==> config.mk <==
export PLATFORM = sky130hd
export DESIGN_NAME = dbg_msg_port
export DESIGN_NICKNAME = d
export VERILOG_FILES = /design/src/rtl/dbg_msg_pkg.sv /design/src/rtl/dbg_msg_ctrl.sv /design/src/rtl/dbg_msg_dp.sv /design/src/rtl/dbg_msg_port.sv
export SDC_FILE = /design/constraint.sdc
export NUM_CORES = 1
export LEC_CHECK = 0
export BUFFER_PORTS_ARGS = -buffer_cell sky130_fd_sc_hd__buf_2
export CAP_MARGIN = 10
export CORE_MARGIN = 5
export CORE_UTILIZATION = 44
export DETAILED_ROUTE_END_ITERATION = 7
export PLACE_DENSITY = 0.65
export SYNTH_ARGS = -nofsm -noshare
export SYNTH_HDL_FRONTEND = slang
export SYNTH_SLANG_ARGS = --single-unit
==> constraint.sdc <==
create_clock -name clk -period 7.69 [get_ports clk]
set_input_delay 0.769 -clock clk [delete_from_list [all_inputs] [get_ports clk]]
set_output_delay 0.769 -clock clk [all_outputs]
set_load 0.005 [all_outputs]
==> src/rtl/dbg_msg_pkg.sv <==
package dbg_msg_pkg;

  localparam int TCODE_W  = 6;
  localparam int SRC_W    = 4;
  localparam int PAY_W    = 48;
  localparam int MSG_W    = TCODE_W + SRC_W + PAY_W;
  localparam int WIDE_W   = 8;
  localparam int NARROW_W = 2;
  localparam int BEAT_W   = $clog2(MSG_W / NARROW_W + 2);

  localparam logic [TCODE_W-1:0] TC_OWNER    = 6'd2;
  localparam logic [TCODE_W-1:0] TC_PROG_DIR = 6'd3;
  localparam logic [TCODE_W-1:0] TC_PROG_IND = 6'd4;
  localparam logic [TCODE_W-1:0] TC_DATA_WR  = 6'd5;
  localparam logic [TCODE_W-1:0] TC_DATA_RD  = 6'd6;
  localparam logic [TCODE_W-1:0] TC_OVERFLOW = 6'd8;
  localparam logic [TCODE_W-1:0] TC_WATCH    = 6'd15;

  typedef enum logic [1:0] {
    FR_FIRST  = 2'b00,
    FR_LAST   = 2'b01,
    FR_MIDDLE = 2'b10,
    FR_IDLE   = 2'b11
  } frame_e;

  typedef struct packed {
    logic [TCODE_W-1:0] tcode;
    logic [PAY_W-1:0]   payload;
  } entry_t;

  typedef struct packed {
    logic push;
    logic pushOvf;
    logic load;
    logic shift;
  } strobe_t;

  function automatic int payBits(input logic [TCODE_W-1:0] tc);
    case (tc)
      TC_OWNER:               return 32;
      TC_PROG_DIR:            return 8;
      TC_PROG_IND:            return 40;
      TC_DATA_WR, TC_DATA_RD: return 48;
      TC_OVERFLOW:            return 0;
      TC_WATCH:               return 4;
      default:                return 32;
    endcase
  endfunction

  function automatic logic [PAY_W-1:0] payMask(input logic [TCODE_W-1:0] tc);
    return ~({PAY_W{1'b1}} << payBits(tc));
  endfunction

  function automatic logic [BEAT_W-1:0] beatsFor(input logic [TCODE_W-1:0] tc,
                                                 input logic wide);
    int bits;
    bits = TCODE_W + SRC_W + payBits(tc);
    if (wide) return BEAT_W'((bits + WIDE_W - 1) / WIDE_W);
    return BEAT_W'((bits + NARROW_W - 1) / NARROW_W);
  endfunction

endpackage

==> src/rtl/dbg_msg_ctrl.sv <==
module dbg_msg_ctrl
  import dbg_msg_pkg::*;
#(
  parameter int DEPTH   = 8,
  parameter int NUM_SRC = 4,
  localparam int AW = $clog2(DEPTH),
  localparam int CW = $clog2(DEPTH + 1),
  localparam int IW = (NUM_SRC > 1) ? $clog2(NUM_SRC) : 1
) (
  input  logic               clk,
  input  logic               rstN,
  input  logic               msgEnable,
  input  logic               portWide,
  input  logic [NUM_SRC-1:0] srcValid,
  input  logic [TCODE_W-1:0] headTcode,
  output logic [NUM_SRC-1:0] srcGrant,
  output logic [IW-1:0]      winIdx,
  output logic [AW-1:0]      wrPtr,
  output logic [AW-1:0]      rdPtr,
  output strobe_t            strb,
  output logic               outBusy,
  output logic               outWide,
  output logic [1:0]         portFrame
);

  logic [CW-1:0]     count;
  logic              lostFlag;
  logic              first;
  logic [BEAT_W-1:0] beatsLeft;
  logic              anyReq, full, empty, lastBeat, pushAny, dropNow;

  function automatic logic [AW-1:0] bump(input logic [AW-1:0] p);
    return (p == AW'(DEPTH - 1)) ? '0 : p + 1'b1;
  endfunction

  assign full     = (count == CW'(DEPTH));
  assign empty    = (count == '0);
  assign lastBeat = outBusy && (beatsLeft == BEAT_W'(1));
  assign anyReq   = |srcValid;

  // fixed priority: the lowest index wins
  always_comb begin
    winIdx = '0;
    for (int i = NUM_SRC - 1; i >= 0; i--) begin
      if (srcValid[i]) winIdx = IW'(i);
    end
  end

  always_comb begin
    strb     = '0;
    srcGrant = '0;
    dropNow  = 1'b0;
    if (msgEnable) begin
      strb.load  = !empty && (!outBusy || lastBeat);
      strb.shift = outBusy;
      if (lostFlag && !full) begin
        strb.pushOvf = 1'b1;
      end else if (anyReq) begin
        srcGrant[winIdx] = 1'b1;
        strb.push        = !full;
        dropNow          = full;
      end
    end
  end

  assign pushAny = strb.push || strb.pushOvf;

  always_ff @(posedge clk or negedge rstN) begin
    if (!rstN) begin
      count     <= '0;
      wrPtr     <= '0;
      rdPtr     <= '0;
      lostFlag  <= 1'b0;
      outBusy   <= 1'b0;
      first     <= 1'b0;
      outWide   <= 1'b0;
      beatsLeft <= '0;
    end else if (!msgEnable) begin
      count    <= '0;
      wrPtr    <= '0;
      rdPtr    <= '0;
      lostFlag <= 1'b0;
      outBusy  <= 1'b0;
      first    <= 1'b0;
    end else begin
      if (pushAny) wrPtr <= bump(wrPtr);
      if (strb.load) rdPtr <= bump(rdPtr);
      if (pushAny && !strb.load) count <= count + 1'b1;
      else if (!pushAny && strb.load) count <= count - 1'b1;

      if (strb.pushOvf) lostFlag <= 1'b0;
      else if (dropNow) lostFlag <= 1'b1;

      if (strb.load) begin
        outBusy   <= 1'b1;
        first     <= 1'b1;
        outWide   <= portWide;
        beatsLeft <= beatsFor(headTcode, portWide);
      end else if (outBusy) begin
        first     <= 1'b0;
        beatsLeft <= beatsLeft - 1'b1;
        if (lastBeat) outBusy <= 1'b0;
      end
    end
  end

  always_comb begin
    if (!outBusy)                        portFrame = FR_IDLE;
    else if (first)                      portFrame = FR_FIRST;
    else if (beatsLeft == BEAT_W'(1))    portFrame = FR_LAST;
    else                                 portFrame = FR_MIDDLE;
  end

endmodule

==> src/rtl/dbg_msg_dp.sv <==
module dbg_msg_dp
  import dbg_msg_pkg::*;
#(
  parameter int DEPTH   = 8,
  parameter int NUM_SRC = 4,
  localparam int AW = $clog2(DEPTH),
  localparam int IW = (NUM_SRC > 1) ? $clog2(NUM_SRC) : 1
) (
  input  logic                       clk,
  input  strobe_t                    strb,
  input  logic [IW-1:0]              winIdx,
  input  logic [AW-1:0]              wrPtr,
  input  logic [AW-1:0]              rdPtr,
  input  logic [SRC_W-1:0]           procId,
  input  logic [NUM_SRC*TCODE_W-1:0] srcTcode,
  input  logic [NUM_SRC*PAY_W-1:0]   srcPayload,
  input  logic                       outBusy,
  input  logic                       outWide,
  output logic [TCODE_W-1:0]         headTcode,
  output logic [WIDE_W-1:0]          portData
);

  logic [TCODE_W-1:0] tcOf  [NUM_SRC];
  logic [PAY_W-1:0]   payOf [NUM_SRC];
  entry_t             mem   [DEPTH];
  entry_t             head;
  logic [MSG_W-1:0]   sr;

  for (genvar g = 0; g < NUM_SRC; g++) begin : g_src
    assign tcOf[g]  = srcTcode[g*TCODE_W +: TCODE_W];
    assign payOf[g] = srcPayload[g*PAY_W +: PAY_W];
  end

  assign head      = mem[rdPtr];
  assign headTcode = head.tcode;

  always_ff @(posedge clk) begin
    if (strb.push)
      mem[wrPtr] <= '{tcode: tcOf[winIdx], payload: payOf[winIdx]};
    else if (strb.pushOvf)
      mem[wrPtr] <= '{tcode: TC_OVERFLOW, payload: '0};

    if (strb.load)
      sr <= {head.payload & payMask(head.tcode), procId, head.tcode};
    else if (strb.shift)
      sr <= outWide ? (sr >> WIDE_W) : (sr >> NARROW_W);
  end

  always_comb begin
    if (!outBusy)     portData = '0;
    else if (outWide) portData = sr[WIDE_W-1:0];
    else              portData = WIDE_W'(sr[NARROW_W-1:0]);
  end

endmodule

==> src/rtl/dbg_msg_port.sv <==
module dbg_msg_port
  import dbg_msg_pkg::*;
#(
  parameter int DEPTH   = 8,
  parameter int NUM_SRC = 4
) (
  input  logic                       clk,
  input  logic                       rstN,
  input  logic                       msgEnable,
  input  logic                       portWide,
  input  logic [SRC_W-1:0]           procId,
  input  logic [NUM_SRC-1:0]         srcValid,
  input  logic [NUM_SRC*TCODE_W-1:0] srcTcode,
  input  logic [NUM_SRC*PAY_W-1:0]   srcPayload,
  output logic [NUM_SRC-1:0]         srcGrant,
  output logic [WIDE_W-1:0]          portData,
  output logic [1:0]                 portFrame
);

  localparam int AW = $clog2(DEPTH);
  localparam int IW = (NUM_SRC > 1) ? $clog2(NUM_SRC) : 1;

  strobe_t            strb;
  logic [IW-1:0]      winIdx;
  logic [AW-1:0]      wrPtr, rdPtr;
  logic [TCODE_W-1:0] headTcode;
  logic               outBusy, outWide;

  dbg_msg_ctrl #(.DEPTH(DEPTH), .NUM_SRC(NUM_SRC)) u_ctrl (
    .clk       (clk),
    .rstN      (rstN),
    .msgEnable (msgEnable),
    .portWide  (portWide),
    .srcValid  (srcValid),
    .headTcode (headTcode),
    .srcGrant  (srcGrant),
    .winIdx    (winIdx),
    .wrPtr     (wrPtr),
    .rdPtr     (rdPtr),
    .strb      (strb),
    .outBusy   (outBusy),
    .outWide   (outWide),
    .portFrame (portFrame)
  );

  dbg_msg_dp #(.DEPTH(DEPTH), .NUM_SRC(NUM_SRC)) u_dp (
    .clk        (clk),
    .strb       (strb),
    .winIdx     (winIdx),
    .wrPtr      (wrPtr),
    .rdPtr      (rdPtr),
    .procId     (procId),
    .srcTcode   (srcTcode),
    .srcPayload (srcPayload),
    .outBusy    (outBusy),
    .outWide    (outWide),
    .headTcode  (headTcode),
    .portData   (portData)
  );

endmodule

Word level (Yosys, flattened, before mapping)
Memories as Yosys holds them, arrays and structs flattened.
Index checks and enable logic that the tools add are counted.
{ "classes": {"add_sub_neg": 12, "magnitude_cmp": 3, "n_eq_ne": 15, "n_shift": 1, "n_mux": 65, "n_bitwise": 6, "n_reduce_logical": 21} }
{ "op_table": {"columns": ["cell", "n"], "rows": [
  ["2-to-1 mux 58 bit", 2],
  ["binary-select mux 48 bit (select 2 bit)", 1],
  ["2-to-1 mux 48 bit", 2],
  ["2-to-1 mux 32 bit", 2],
  ["subtractor 32 x 2 -> 32 bit, second input constant", 2],
  ["2-to-1 mux 56 bit", 1],
  ["2-to-1 mux 54 bit", 1],
  ["bitwise AND 48 bit", 1],
  ["inverter 48 bit", 1],
  ["left shift 48 x 32 -> 48 bit, first input constant", 1],
  ["adder 32 x 3 -> 32 bit, second input constant", 1],
  ["adder 32 x 5 -> 32 bit, second input constant", 1],
  ["adder 5 x 32 -> 32 bit, first input constant", 1],
  ["case mux 6 bit (5 select lines)", 1],
  ["2-to-1 mux 4 bit", 7],
  ["2-to-1 mux 1 bit", 25],
  ["2-to-1 mux 5 bit", 4],
  ["== test 6 x 3 -> 1 bit, second input constant", 3],
  ["2-to-1 mux 3 bit", 6],
  ["2-to-1 mux 8 bit", 2],
  ["2-to-1 mux 2 bit", 7],
  ["binary-select mux 6 bit (select 2 bit)", 1],
  ["== test 6 x 4 -> 1 bit, second input constant", 2],
  ["2-to-1 mux 6 bit", 2],
  ["other kinds (27)", 46]
]} }
{ "word_totals": {"ff_bits": 77, "ram_bits": 432, "in_bits": 228, "output_inout_bits": 14, "elab_cells": 133, "memories": 1} }
{ "mem_list": {"columns": ["memory", "depth", "word_bits", "rd", "rd_clocked_by_memory_dff", "wr", "line", "source"], "rows": [
  ["u_dp.mem", 8, 54, 1, 0, 1, "dbg_msg_dp.sv:25", "entry_t mem [DEPTH];"]
]} }

Longest topological paths before layout
Gate-level depths: netlist of the first run.
{ "depth": {"word_depth": 16, "ltp_mapped": 14, "depth_no_buf": 12} }

By module
A second synthesis of the first run with hierarchy kept.
{ "hier_totals": {"cells_unflattened": 1211, "hier_area_um2": 22805.6} }
{ "modules_own_cells": {"columns": ["module", "n_inst", "cells_per_inst", "area_per_inst_um2", "seq_area_each_um2"], "rows": [
  ["dbg_msg_dp", 1, 1046, 21280.4, 14714.1],
  ["dbg_msg_ctrl", 1, 165, 1525.2, 475.5]
]} }

Worst setup path after synthesis of the first run
OpenSTA, ideal clock, no wires.
{ "synth_timing": {"path_type": "input-to-reg", "from": "input port srcValid[0]", "to": "memory u_dp.mem[2][0] (netlist name) (enable)", "setup_time_ns": 0.618, "arrival_ns": 7.023, "required_time_ns": 7.072, "slack_ns": 0.049, "cell_stages": 5, "path_buffers": 2, "cell_sequence": "or2_2 clkbuf_1 o211ai_1 clkbuf_1 nor4b_1"} }
{ "synth_via": {"elab_chain_cells": 7, "word_cells_on_any_way": 9, "cone_classes": "7 x mux; 1 x bitwise; 1 x reduce/logical"} }
{ "synth_rtl": {"columns": ["element", "line", "source"], "rows": [
  ["start: declaration", "dbg_msg_port.sv:12", "input logic [NUM_SRC-1:0] srcValid,"],
  ["OR reduction 4 bit *", "dbg_msg_ctrl.sv:39", "assign anyReq = |srcValid;"],
  ["2-to-1 mux 1 bit *", "dbg_msg_ctrl.sv:58", "end else if (anyReq) begin"],
  ["2-to-1 mux 1 bit *", "dbg_msg_ctrl.sv:56", "if (lostFlag && !full) begin"],
  ["2-to-1 mux 4 bit *", "dbg_msg_ctrl.sv:53", "if (msgEnable) begin"],
  ["2-to-1 mux 1 bit", "dbg_msg_dp.sv:38", "if (strb.push)"],
  ["2-to-1 mux 1 bit, on equally long branches", "dbg_msg_dp.sv:39, dbg_msg_dp.sv:41", null],
  ["bitwise OR 1 bit (no source line) *", null, null],
  ["end: declaration", "dbg_msg_dp.sv:25", null]
]} }
Every way passes the cells marked *; elsewhere a longest branch is shown, timed or not.

Final worst setup path of the first run
{ "layout_timing": {"from": "register u_ctrl.rdPtr[0]", "to": "register u_ctrl.beatsLeft[4]"} }
{ "layout_via": {"elab_chain_cells": 15, "word_cells_on_any_way": 24, "cone_classes": "7 x add/sub; 6 x eq/ne; 6 x mux; 2 x bitwise; 2 x reduce/logical; 1 x memory"} }
{ "layout_rtl": {"columns": ["element", "line", "source"], "rows": [
  ["start: declaration", "dbg_msg_ctrl.sv:19", "output logic [AW-1:0] rdPtr,"],
  ["start signal: assignment", "dbg_msg_ctrl.sv:87", "if (strb.load) rdPtr <= bump(rdPtr);"],
  ["memory (8 x 54 bit) *", null, null],
  ["== test 6 x 3 -> 1 bit", "dbg_msg_pkg.sv:39", "case (tc)"],
  ["OR reduction 2 bit", "dbg_msg_pkg.sv:39", null],
  ["case mux 6 bit (5 select lines) *", "dbg_msg_pkg.sv:39", null],
  ["2-to-1 mux 32 bit *", "dbg_msg_ctrl.sv:94", "if (strb.load) begin"],
  ["2-to-1 mux 32 bit *", "dbg_msg_ctrl.sv:78", "end else if (!msgEnable) begin"],
  ["adder 5 x 32 -> 32 bit *", "dbg_msg_pkg.sv:57", "bits = TCODE_W + SRC_W + payBits(tc);"],
  ["adder 32 x 5 -> 32 bit", "dbg_msg_pkg.sv:58", "if (wide) return BEAT_W'((bits + WIDE_W - 1) / WIDE_W);"],
  ["subtractor 32 x 2 -> 32 bit", "dbg_msg_pkg.sv:58", null],
  ["OR reduction 3 bit (no source line)", null, null],
  ["bitwise AND 1 bit (no source line)", null, null],
  ["adder 5 x 1 -> 5 bit (no source line)", null, null],
  ["2-to-1 mux 5 bit", "dbg_msg_pkg.sv:58", null],
  ["2-to-1 mux 5 bit *", "dbg_msg_pkg.sv:59", "return BEAT_W'((bits + NARROW_W - 1) / NARROW_W);"],
  ["2-to-1 mux 5 bit *", "dbg_msg_ctrl.sv:94", null],
  ["end signal: assignment", "dbg_msg_ctrl.sv:98", "beatsLeft <= beatsFor(headTcode, portWide);"],
  ["end signal: assignment", "dbg_msg_ctrl.sv:101", "beatsLeft <= beatsLeft - 1'b1;"],
  ["end: declaration", "dbg_msg_ctrl.sv:29", "logic [BEAT_W-1:0] beatsLeft;"]
]} }
Every way passes the cells marked *; elsewhere a longest branch is shown, timed or not. The select of a mux whose other input is x is not followed.
A chain may end at the register's enable or synchronous reset.

==> impl_results.md, run 1 <==
* Run status: complete, no violations
* Initial core utilization at 0.446
* Synth Area per Inst at 18.8 sq um
* Crit path launch type: flop
* Post-synth EDFFs at 490
* Die ar. at 0.0557 sq mm
* Total Power at 8.73 mW
* Synth area leader: edfxtp_1
* Number of global-route vias before repair at 12.6k
* RSZ-0062 raised after global routing: no
* Total number of yosys warnings at 0
* CP arrival at 4.89 ns
* Synth cell count leaders: edfxtp_1, mux4_2, mux2i_1, nand2_1, nor2b_1
* Crit path largest cell delay at 0.82 ns
* 1st-iter DRT viols at 813
* Final WL at 49.1 mm
* Count leader, synth: edfxtp_1
* Tcrit/Tclk final at 0.574
* IO Port Bufs at 241
* Peak supply drop at 0.196 mV
* Clock-pin transition on the worst setup and hold timing paths at 0.06 ns
* CP max stage cell: buf_4
* Slew headroom at 0.315
* Dominant synthesized flop cell: edfxtp_1
* Pwr Density at 335 mW/mm^2
* Number of cells on the critical path at 12
* Final critical-path required period at 4.42 ns
* Hold Buf Count CTS at 0
* Vias per cell at 5.56
* Beginning of the critical path: u_ctrl.rdPtr[0]
* Skew-Pair Late Insertion Delay at 0.59 ns
* DR vias at 12.0k
* Final hold violations at 0
* CP endpoint kind: flop
* Data required, critical path at 8.17 ns
* Antenna-violating nets left at 0
* Synth-to-Final Area Change at 15.9%
* Mapped Cells at 1,197
* Final setup vio count at 0
* Post-CTS sizing at 0
* Layout cells sized above 1 at 0.389
* Top fanout value on the critical path at 48
* Top cells by area, synth: edfxtp_1, mux4_2, mux2i_1
* Postcts setup bufs at 0
* Core Rows at 82
* R2R depth at 12
* Top-area cell type share of the netlist area at 0.655
* Max Fclk at 0.226 GHz
* Lkg Pwr at 8.74 nW
* Post-route DRC at 0
* TritonCTS Buffers at 51
* DP Wirelength at 29.2 mm
* HP Class: in -> async
* Setup Crit Path Kind: reg -> reg
* Skew final at 0.0127 ns
* Gr usage total at 0.174
* Slew @ Worst Pin at 1.03 ns
* Die X at 236 microns
* CTS H-tree lvls at 2
* Final Max Tran Viols at 0
* Total congestion overflow at 0
* Async SR Flop Fraction at 0.0373
* Setup ws final at 3.27 ns
* FF-to-FF Start: u_ctrl.rdPtr[0]
* Fin nets at 1,683
* Synth unique cells at 57
* Place WS at 3.17 ns
* Crit path cell chain: buf_4 -> mux4_2 -> mux2i_2 -> xor2_1 -> nand3_1 -> inv_1 -> ha_1 -> inv_1 -> ha_1 -> a21oi_1 -> o21ai_0 -> o22a_1
* Clk root buf: clkbuf_16
* Maximum buffer depth of the clock tree at 3
* Ant diodes at 0
* Initial antenna violation count at 0
* Filler cells at 4,011
* Global-route wire length before repair at 75.6 mm
* IO Count at 242
* Seq/Total Area, Yosys at 0.676
* TritonCTS clock tree: done
* Wire per inst at 22.8 microns
* Clk sinks at 509
* Post-synthesis instance area at 0.0225 sq mm
* DRT Pass-1 Iters at 5
* Largest net degree at the start of global routing at 91
* Hold WS at 0.130 ns
* Flops & latches, synth at 509
* Die height at 236 microns
* CP Buf/Inv Count at 3
* Top delay family on crit path: buffers and inverters
* Setup TNS at 0 ns
* Synthesized net count at 1,441
* Core Region at 0.0504 sq mm
* Placer Congestion at 0.771
* Max cap viols at 0
* R2r setup slk at 3.27 ns
## per-layer routing
metal	GRT usage	part of all wire	up-vias
met1	0.245	0.44	6261
li1	-	-	5381
met2	0.288	0.50	278
met3	0.0243	0.041	63
met4	0.0468	0.019	0
met5	0	0	-
## logic make-up after synthesis
group	Yosys count	synth area share
DFF	509	0.676
muxes	264	0.210
and+or+nand+nor	211	0.0503
AOI/OAI and AO/OA	97	0.0331
buffers and inverters	94	0.0192
adders and majority gates	16	0.00924
xor gates and xnor gates	6	0.00234
## cell type report
| class | instances | area [sq um] | share of cell area |
|---|---|---|---|
| multi-input combinational | 594 | 6930 | 0.266 |
| clock buffer | 62 | 1340 | 0.0514 |
| clock inverter | 34 | 285 | 0.0110 |
| timing repair buffer | 263 | 1370 | 0.0526 |
| inverter | 20 | 75.1 | 0.00288 |
| tap | 672 | 841 | 0.0323 |
| sequential | 509 | 15200 | 0.584 |
## final timing paths
path,end
setup / recovery,u_ctrl.beatsLeft[4]
hold / removal,u_ctrl.outBusy
setup reg to reg,u_ctrl.beatsLeft[4]
hold reg to reg,u_ctrl.first
max in group asynchronous,u_ctrl.rdPtr[2]
min in group clk,u_dp.sr[7]
## flip-flops by register name (all words and copies together), names as in the netlist
| register | cells |
|---|---|
| u_ctrl.lostFlag | 1 |
| u_ctrl.count | 4 |
| u_ctrl.rdPtr | 3 |
| u_dp.mem | 432 |
| u_ctrl.outWide | 1 |
| u_ctrl.beatsLeft | 5 |
| u_ctrl.first | 1 |
| u_dp.sr | 58 |
| u_ctrl.wrPtr | 3 |
| u_ctrl.outBusy | 1 |
## power by group
part,switching [mW],leakage (nW),total [mW],internal (mW)
Clock,1.03,0.797,2.41,1.38
Combinational,1.29,3.22,2.40,1.11
Sequential,0.277,4.72,3.92,3.64
Total,2.60,8.74,8.73,6.14
## through the flow
| step | util | cell area [sq um] | instances |
|---|---|---|---|
| 5_1_grt | 0.517 | 26000 | 2154 |
| 6_report | 0.517 | 26000 | 2154 |
| 2_1_floorplan | - | 22500 | 1197 |
| 4_1_cts | 0.517 | 26000 | 2154 |
| 3_3_place_gp | 0.485 | 24400 | 2058 |
| 3_5_place_dp | 0.485 | 24400 | 2058 |
## cell usage in the layout (no fill, tap or decap), drive strengths merged, types with 11 or more instances in the layout
cell type  instances
dfrtp             19
ha                15
or3               11
clkinv            25
nor2b             57
inv               23
buf              263
a21oi             17
clkbuf            62
o21ai             27
nand2             60
edfxtp           490
nor2              20
nor3              14
mux4             162
mux2              30
o22ai             24
mux2i             72
Note: power is estimated with default switching activity, not from simulation.
==> inputs of run 2 (changes only) <==
--- a/config.mk
+++ b/config.mk
@@ -5,12 +5,12 @@
 export SDC_FILE = /design/constraint.sdc
 export NUM_CORES = 1
 export LEC_CHECK = 0
+export ABC_AREA = 1
 export BUFFER_PORTS_ARGS = -buffer_cell sky130_fd_sc_hd__buf_2
 export CAP_MARGIN = 10
 export CORE_MARGIN = 5
 export CORE_UTILIZATION = 44
 export DETAILED_ROUTE_END_ITERATION = 7
-export PLACE_DENSITY = 0.65
 export SYNTH_ARGS = -nofsm -noshare
 export SYNTH_HDL_FRONTEND = slang
 export SYNTH_SLANG_ARGS = --single-unit
==> constraint.sdc (replaced) <==
create_clock -name clk -period 4 [get_ports clk]
set_input_delay 0.4 -clock clk [delete_from_list [all_inputs] [get_ports clk]]
set_output_delay 0.4 -clock clk [all_outputs]
set_load 0.005 [all_outputs]
==> run 2 against run 1 <==
Combinational power rose by 130%. Routed wire length rose by 32%. Final area increased by 2.8%. Sequential share of layout area fell by 1.6 points. Register-to-register slack lost 2.6 ns. Highest routed layer unchanged. Sequential power rose by 88%. Largest cell class unchanged. Die area grew 2.7%. Largest power group unchanged. Count of clock-buffer cells in the layout grew 3. Global-route usage grew 4.6 points. Maximum frequency is 32% higher. Flip-flop and latch count unchanged. First-iteration DRC count is 96% higher.
==> impl_results.md, run 2 <==
* DRT Pass-1 Iters at 5 (unchanged)
* Multi-input gate area at 0.00704 sq mm (+1.5%)
* Place WS at 0.698 ns (-2.47 ns)
* Total Power at 17.7 mW (+100%)
* Core Region at 0.0523 sq mm (+3.9%)
* HP Class: in -> reg
* 1st-iter DRT viols at 1,593 (+96%)
* Total number of yosys warnings at 0 (unchanged)
* Synth-to-Final Area Change at 15.9% (about the same)
* Seq/Total Area, Yosys at 0.657 (-0.0189)
* Total congestion overflow at 0 (unchanged)
* IO Port Bufs at 241 (unchanged)
* Flops & latches, synth at 509 (unchanged)
* Min-Delay Path Depth at 3
* Lkg Pwr at 10.2 nW (+16%)
* Synth unique cells at 39 (-32%)
* Maximum buffer depth of the clock tree at 3 (unchanged)
* Setup Crit Path Kind: reg -> reg
* Clk root buf: clkbuf_16
* Slew headroom at 0.331 (+0.0156)
* CP endpoint kind: flop
* Initial antenna violation count at 0 (unchanged)
* Top cells by area, synth: edfxtp_1, nor2_1, nand2_1
* Slew @ Worst Pin at 1.00 ns (-0.0234 ns)
* Wire per inst at 20.6 microns (-9.6%)
* Peak supply drop at 0.344 mV (+75%)
* Global-route wire length before repair at 98.4 mm (+30%)
* Mapped Cells at 2,221 (+86%)
* Skew final at 0.0172 ns (+0.00454 ns)
* Gr usage total at 0.220 (+0.0458)
* Die ar. at 0.0572 sq mm (+2.7%)
* Top-area cell type share of the netlist area at 0.636 (-0.0183)
* Top fanout value on the critical path at 54 (+13%)
* DP Wirelength at 39.5 mm (+35%)
* RSZ-0062 raised after global routing: no
* DR vias at 17.6k (+47%)
* R2r setup slk at 0.64 ns (-2.63 ns)
* Final hold violations at 0 (unchanged)
* Antenna-violating nets left at 0 (unchanged)
* Run status: complete, no violations
* Synth cell count leaders: edfxtp_1, nor2_1, nand2_1, o21ai_0, clkbuf_1
* Commonest non-fill, non-tap cell in the layout: edfxtp_1
* Crit path cell chain: inv_6 -> nand2_1 -> nand2_1 -> nand2_1 -> nand2_1 -> nand2_1 -> nand2_1 -> nand2_1 -> nor2_2 -> nand2_2 -> nand2_2 -> inv_1 -> ha_1 -> or2_1 -> o21ai_0
* Post-synth EDFFs at 490 (unchanged)
* Postcts setup bufs at 0 (unchanged)
* Post-route DRC at 0 (unchanged)
* Filler cells at 4,629 (+15%)
* FF-to-FF Start: u_ctrl.rdPtr[0]
* TritonCTS Buffers at 53 (+3.9%)
* Clk sinks at 509 (unchanged)
* Synthesized net count at 2,465 (+71%)
* Data required, critical path at 4.42 ns (-3.75 ns)
* Placer Congestion at 0.927 (+20%)
* Synth Area per Inst at 10.4 sq um (-45%)
* Final setup vio count at 0 (unchanged)
* Initial core utilization at 0.442 (-0.00441)
* Max reg flops at 432 (unchanged)
* Crit path launch type: flop
* Max Fclk at 0.298 GHz (+32%)
* Post-synthesis instance area at 0.0231 sq mm (+2.9%)
* Final WL at 64.7 mm (+32%)
* Die height at 239 microns (+1.4%)
* Skew-Pair Late Insertion Delay at 0.59 ns (about the same)
* Storage cell area at 0.0152 sq mm (about the same)
* Core Rows at 84 (+2.4%)
* Die X at 239 microns (+1.4%)
* Crit path largest cell delay at 0.68 ns (-0.14 ns)
* Tcrit/Tclk final at 0.839 (+0.265)
* Biggest registers after layout: u_dp.mem (432), u_dp.sr (58), u_ctrl.beatsLeft (5)
* Hold Crit Endpoint: u_ctrl.beatsLeft[1]
* CP max stage cell: dfrtp_4
* Pwr Density at 662 mW/mm^2 (+97%)
* Post-DP Area at 0.0251 sq mm (+2.6%)
* CTS H-tree lvls at 2 (unchanged)
* Hold path startpoint: portWide
* TritonCTS clock tree: done
* Top reg by flops: u_dp.mem
* Clock-pin transition on the worst setup and hold timing paths at 0.06 ns (about the same)
* Most frequent cell on the critical path: nand2_1
* Setup ws final at 0.644 ns (-2.63 ns)
* Count leader, synth: edfxtp_1
* Most frequent cells in the layout: edfxtp_1, nand2_1, nor2_1, o21ai_0, buf_2
* Vias per cell at 5.59 (+0.52%)
* Layout cells sized above 1 at 0.170 (-0.219)
* Crit Reg-Reg Endpoint: u_dp.sr[31]
* Final Max Tran Viols at 0 (unchanged)
* Setup TNS at 0 ns (unchanged)
* Final critical-path required period at 3.36 ns (-1.06 ns)
* Async SR Flop Fraction at 0.0373 (unchanged)
* Hold WS at 0.151 ns (+0.0212 ns)
* Fin nets at 2,656 (+58%)
* Max cap viols at 0 (unchanged)
* Largest net degree at the start of global routing at 129 (+42%)
* IO Count at 242 (unchanged)
* Number of global-route vias before repair at 17.1k (+35%)
* Dominant synthesized flop cell: edfxtp_1
* Post-route cell area at 0.0268 sq mm (+2.8%)
* Synth area leader: edfxtp_1
* CP arrival at 3.78 ns (-1.11 ns)
* R2R depth at 15 (+3)
run 2: cell types whose count changed in the layout (fill, tap and decap cells not counted), sizes merged, moves of 71 or more:
cell / before / now
mux4: 162 / 0
inv: 23 / 94
nor2: 20 / 428
mux2i: 72 / 0
o21ai: 27 / 311
nand2: 60 / 425
a21oi: 17 / 92
run 2: through the flow:
stage               instances   util
finish                   3141  0.512
global route             3140  0.512
CTS                      3140  0.512
detailed placement       3044  0.479
global placement         3044  0.479
floorplan                2221      -
run 2: cell type report:
type,count,area share
Inverter,94,0.0134
Multi-Input combinational cell,1474,0.263
Timing Repair Buffer,280,0.0602
Tap cell,688,0.0321
Clock buffer,65,0.0528
Sequential cell,509,0.567
Clock inverter,30,0.0113
Antenna cell,1,0.0000934
run 2: cells by family (layout without fill, tap and decap cells):
| logic type | Yosys count | after routing | synth area share |
|---|---|---|---|
| fa+ha+maj | 16 | 16 | 0.00898 |
| simple gates | 931 | 931 | 0.157 |
| compound gates | 521 | 521 | 0.133 |
| other cells | 0 | 1 | 0 |
| flops | 509 | 509 | 0.657 |
| xor+xnor | 6 | 6 | 0.00227 |
| buf+inv | 238 | 469 | 0.0421 |
run 2: worst max path at each step:
stage	slack, ns	cells past startpoint	start	endpoint
5_1_grt	0.30	15	u_ctrl.rdPtr[0]	u_dp.sr[22]
2_1_floorplan	0.09	7	msgEnable	u_dp.mem[1][0]
4_1_cts	0.66	15	u_ctrl.rdPtr[0]	u_dp.sr[32]
3_3_place_gp	0.74	15	u_ctrl.rdPtr[0]	u_dp.sr[31]
6_report	0.64	15	u_ctrl.rdPtr[0]	u_dp.sr[31]
3_5_place_dp	0.70	15	u_ctrl.rdPtr[0]	u_dp.sr[32]
run 2: layer usage:
layer / share of wire / vias up / track usage
met4: 0.029 / 0 / 0.0726
li1: - / 8170 / -
met1: 0.44 / 8543 / 0.314
met2: 0.46 / 741 / 0.353
met5: 0 / - / 0
met3: 0.070 / 111 / 0.0269
run 2: worst max-delay path: cells and delay by family (launching register included):
family	cells	cell delay, ns
AND/OR/NAND/NOR	11	1.55
flip-flops	1	0.68
buffers and inverters	2	0.53
adder cells (fa/ha/maj)	1	0.20
AO/OA/AOI/OAI	1	0.18
run 2: what timing repair did:
action / CTS / global route
gates resized for setup: 0 / 0
hold buffers: 1 / 0
hold endpoints to repair: 19 / 0
run 2: power by group:
group,internal (mW),switching [mW]
Sequential,7.00,0.370
Combinational,1.67,3.80
Clock,2.89,2.01
==> inputs of run 3 (changes only) <==
==> constraint.sdc (replaced) <==
create_clock -name clk -period 3 [get_ports clk]
set_input_delay 0.3 -clock clk [delete_from_list [all_inputs] [get_ports clk]]
set_output_delay 0.3 -clock clk [all_outputs]
set_load 0.005 [all_outputs]
==> run 3 against run 2 <==
Setup slack got worse by 0.46 ns. First-iteration DRC count rose by 0.31%. Global-route usage barely moved. Non-clock buffer count rose by 21. Flip-flop and latch count did not move. Via count fell by 0.40%. Clock skew rose by 0.0023 ns. Final area rose by 0.97%. Sequential power rose by 33%. Cell count rose by 0.67%. Critical endpoint is now u_dp.sr[24]. Largest cell class unchanged. Largest power group unchanged.
==> impl_results.md, run 3 (synthesized netlist as in run 2, its figures left out) <==
* Run status: complete, no violations
* Fin nets at 2,677 (+0.79%)
* CP endpoint kind: flop
* Setup TNS at 0 ns (unchanged)
* DR vias at 17.5k (-0.40%)
* Gr usage total at 0.219 (-0.000242)
* Commonest non-fill, non-tap cell in the layout: edfxtp_1
* Vias per cell at 5.53 (-1.1%)
* Most frequent cell on the critical path: nand2_1
* TritonCTS Buffers at 53 (unchanged)
* Initial antenna violation count at 0 (unchanged)
* Setup ws final at 0.181 ns (-0.463 ns)
* Crit path launch type: flop
* Global-route wire length before repair at 98.3 mm (about the same)
* Max cap viols at 0 (unchanged)
* Synth-to-Final Area Change at 17.0%
* Skew final at 0.0195 ns (+0.00230 ns)
* DP Wirelength at 39.2 mm (-0.87%)
* Final critical-path required period at 2.82 ns (-0.537 ns)
* Slew @ Worst Pin at 0.947 ns (-0.0563 ns)
* HP Class: in -> reg
* Core Region at 0.0523 sq mm (unchanged)
* CP arrival at 3.25 ns (-0.53 ns)
* Tcrit/Tclk final at 0.940 (+0.101)
* DRT Pass-1 Iters at 5 (unchanged)
* Final hold violations at 0 (unchanged)
* Maximum buffer depth of the clock tree at 3 (unchanged)
* Pwr Density at 881 mW/mm^2 (+33%)
* Crit path largest cell delay at 0.60 ns (-0.08 ns)
* Top fanout value on the critical path at 37 (-31%)
* IO Port Bufs at 241 (unchanged)
* Beginning of the critical path: u_ctrl.rdPtr[0]
* Final setup vio count at 0 (unchanged)
* Data required, critical path at 3.43 ns (-0.99 ns)
* RSZ-0062 raised after global routing: no
* Ant diodes at 0 (-1)
* Antenna-violating nets left at 0 (unchanged)
* Clk root buf: clkbuf_16
* Hold path startpoint: procId[3]
* Crit path cell chain: inv_8 -> nand2_1 -> nand2_1 -> nand2_1 -> nand2_1 -> nand2_1 -> nand2_1 -> nand2_1 -> nor2_2 -> nand2_2 -> nand2_2 -> inv_1 -> ha_1 -> or2_1 -> o21ai_0
* Slew headroom at 0.369 (+0.0375)
* Total congestion overflow at 0 (unchanged)
* Die ar. at 0.0572 sq mm (unchanged)
* Placer Congestion at 0.912 (-1.6%)
* Post-route DRC at 0 (unchanged)
* Place WS at 0.216 ns (-0.483 ns)
* Number of global-route vias before repair at 17.0k (-0.37%)
* Setup Crit Path Kind: reg -> reg
* Max reg flops at 432 (unchanged)
* Lkg Pwr at 10.3 nW (+1.2%)
* Top reg by flops: u_dp.mem
* CTS H-tree lvls at 2 (unchanged)
* Clock-pin transition on the worst setup and hold timing paths at 0.06 ns (about the same)
* CP max stage cell: dfrtp_4
* Final WL at 64.3 mm (-0.69%)
* Most frequent cells in the layout: edfxtp_1, nand2_1, nor2_1, o21ai_0, buf_2
* Core Rows at 84 (unchanged)
* Layout cells sized above 1 at 0.173 (+0.00253)
* Max Fclk at 0.355 GHz (+19%)
* Biggest registers after layout: u_dp.mem (432), u_dp.sr (58), u_ctrl.beatsLeft (5)
* Peak supply drop at 0.494 mV (+43%)
* FF-to-FF Start: u_ctrl.rdPtr[0]
* Clk sinks at 509 (unchanged)
* Wire per inst at 20.3 microns (-1.3%)
* Largest net degree at the start of global routing at 125 (-3.1%)
* Skew-Pair Late Insertion Delay at 0.60 ns (about the same)
* TritonCTS clock tree: done
* Postcts setup bufs at 0 (unchanged)
* 1st-iter DRT viols at 1,598 (+0.31%)
* Final Max Tran Viols at 0 (unchanged)
* Initial core utilization at 0.442 (unchanged)
* CP Buf/Inv Count at 2 (unchanged)
* IO Count at 242 (unchanged)
* Die X at 239 microns (unchanged)
* Fin util at 0.517 (+0.00497)
* Hold WS at 0.0853 ns (-0.0657 ns)
* Top delay family on crit path: simple AND/OR/NAND/NOR gates
* Die height at 239 microns (unchanged)
## run 3: cell count changes in the layout (fill, tap and decap cells not counted), moves of 2 or more
cell | before | now
buf_4 | 29 | 41
clkbuf_1 | 10 | 18
buf_12 | 9 | 16
clkinv_2 | 11 | 4
clkinvlp_4 | 4 | 1
clkinv_1 | 9 | 11
dlygate4sd3_1 | 1 | 3
## run 3: where the power goes
part	total (mW)	switching [mW]	internal [mW]	leakage, nW
Clock	6.57	2.63	3.94	0.832
Combinational	7.45	5.12	2.33	4.76
Sequential	9.80	0.458	9.34	4.72
Total	23.8	8.21	15.6	10.3
## run 3: cell type report
cell class,count,area (sq um)
well taps,688,861
multi-input cells,1474,7040
clock inverters,23,283
repair buffers,301,1860
clock buffers,73,1440
fillers,4661,25300
inverters,94,362
flip-flops and latches,509,15200
## run 3: worst paths after layout
check / to / slack (ns) / depth (start not counted)
max reg2reg: u_dp.sr[24] / 0.18 / 15
min in group asynchronous: u_ctrl.first / 0.22 / 2
max: u_dp.sr[24] / 0.18 / 15
min reg2reg: u_ctrl.first / 0.55 / 2
max in group asynchronous: u_ctrl.rdPtr[0] / 2.38 / 2
min: u_dp.sr[9] / 0.09 / 3
## run 3: metrics by stage
step / cell area (sq um) / power, mW / instances
final: 27000 / 23.8 / 3162
after global routing: 27000 / 25.2 / 3162
after CTS: 27000 / 24.0 / 3162
after detailed placement: 25300 / 17.4 / 3063
after global placement: 25300 / 17.2 / 3063
after floorplan: 23100 / 14.8 / 2221
## run 3: per-layer routing
layer  global-route usage  vias to the layer above  part of all wire
li1                     -                     8210                 -
met1                0.315                     8508              0.45
met2                0.355                      669              0.46
met3               0.0266                      107             0.060
met4               0.0659                        0             0.026
met5                    0                        -                 0
## run 3: timing repair
| action | in CTS | in global routing |
|---|---|---|
| setup endpoints to repair | 0 | 6 |
| hold buffers | 3 | 0 |
| endpoints found under the hold margin | 21 | 0 |
| resized for setup | 0 | 1 |
## run 3: worst register-to-register path: cells and delay by family, from the launching register on
kind,cells,cell delay [ns]
AND/OR/NAND/NOR,11,1.36
flip-flops,1,0.60
AO/OA/AOI/OAI,1,0.21
adder cells (fa/ha/maj),1,0.18
buffers and inverters,2,0.31
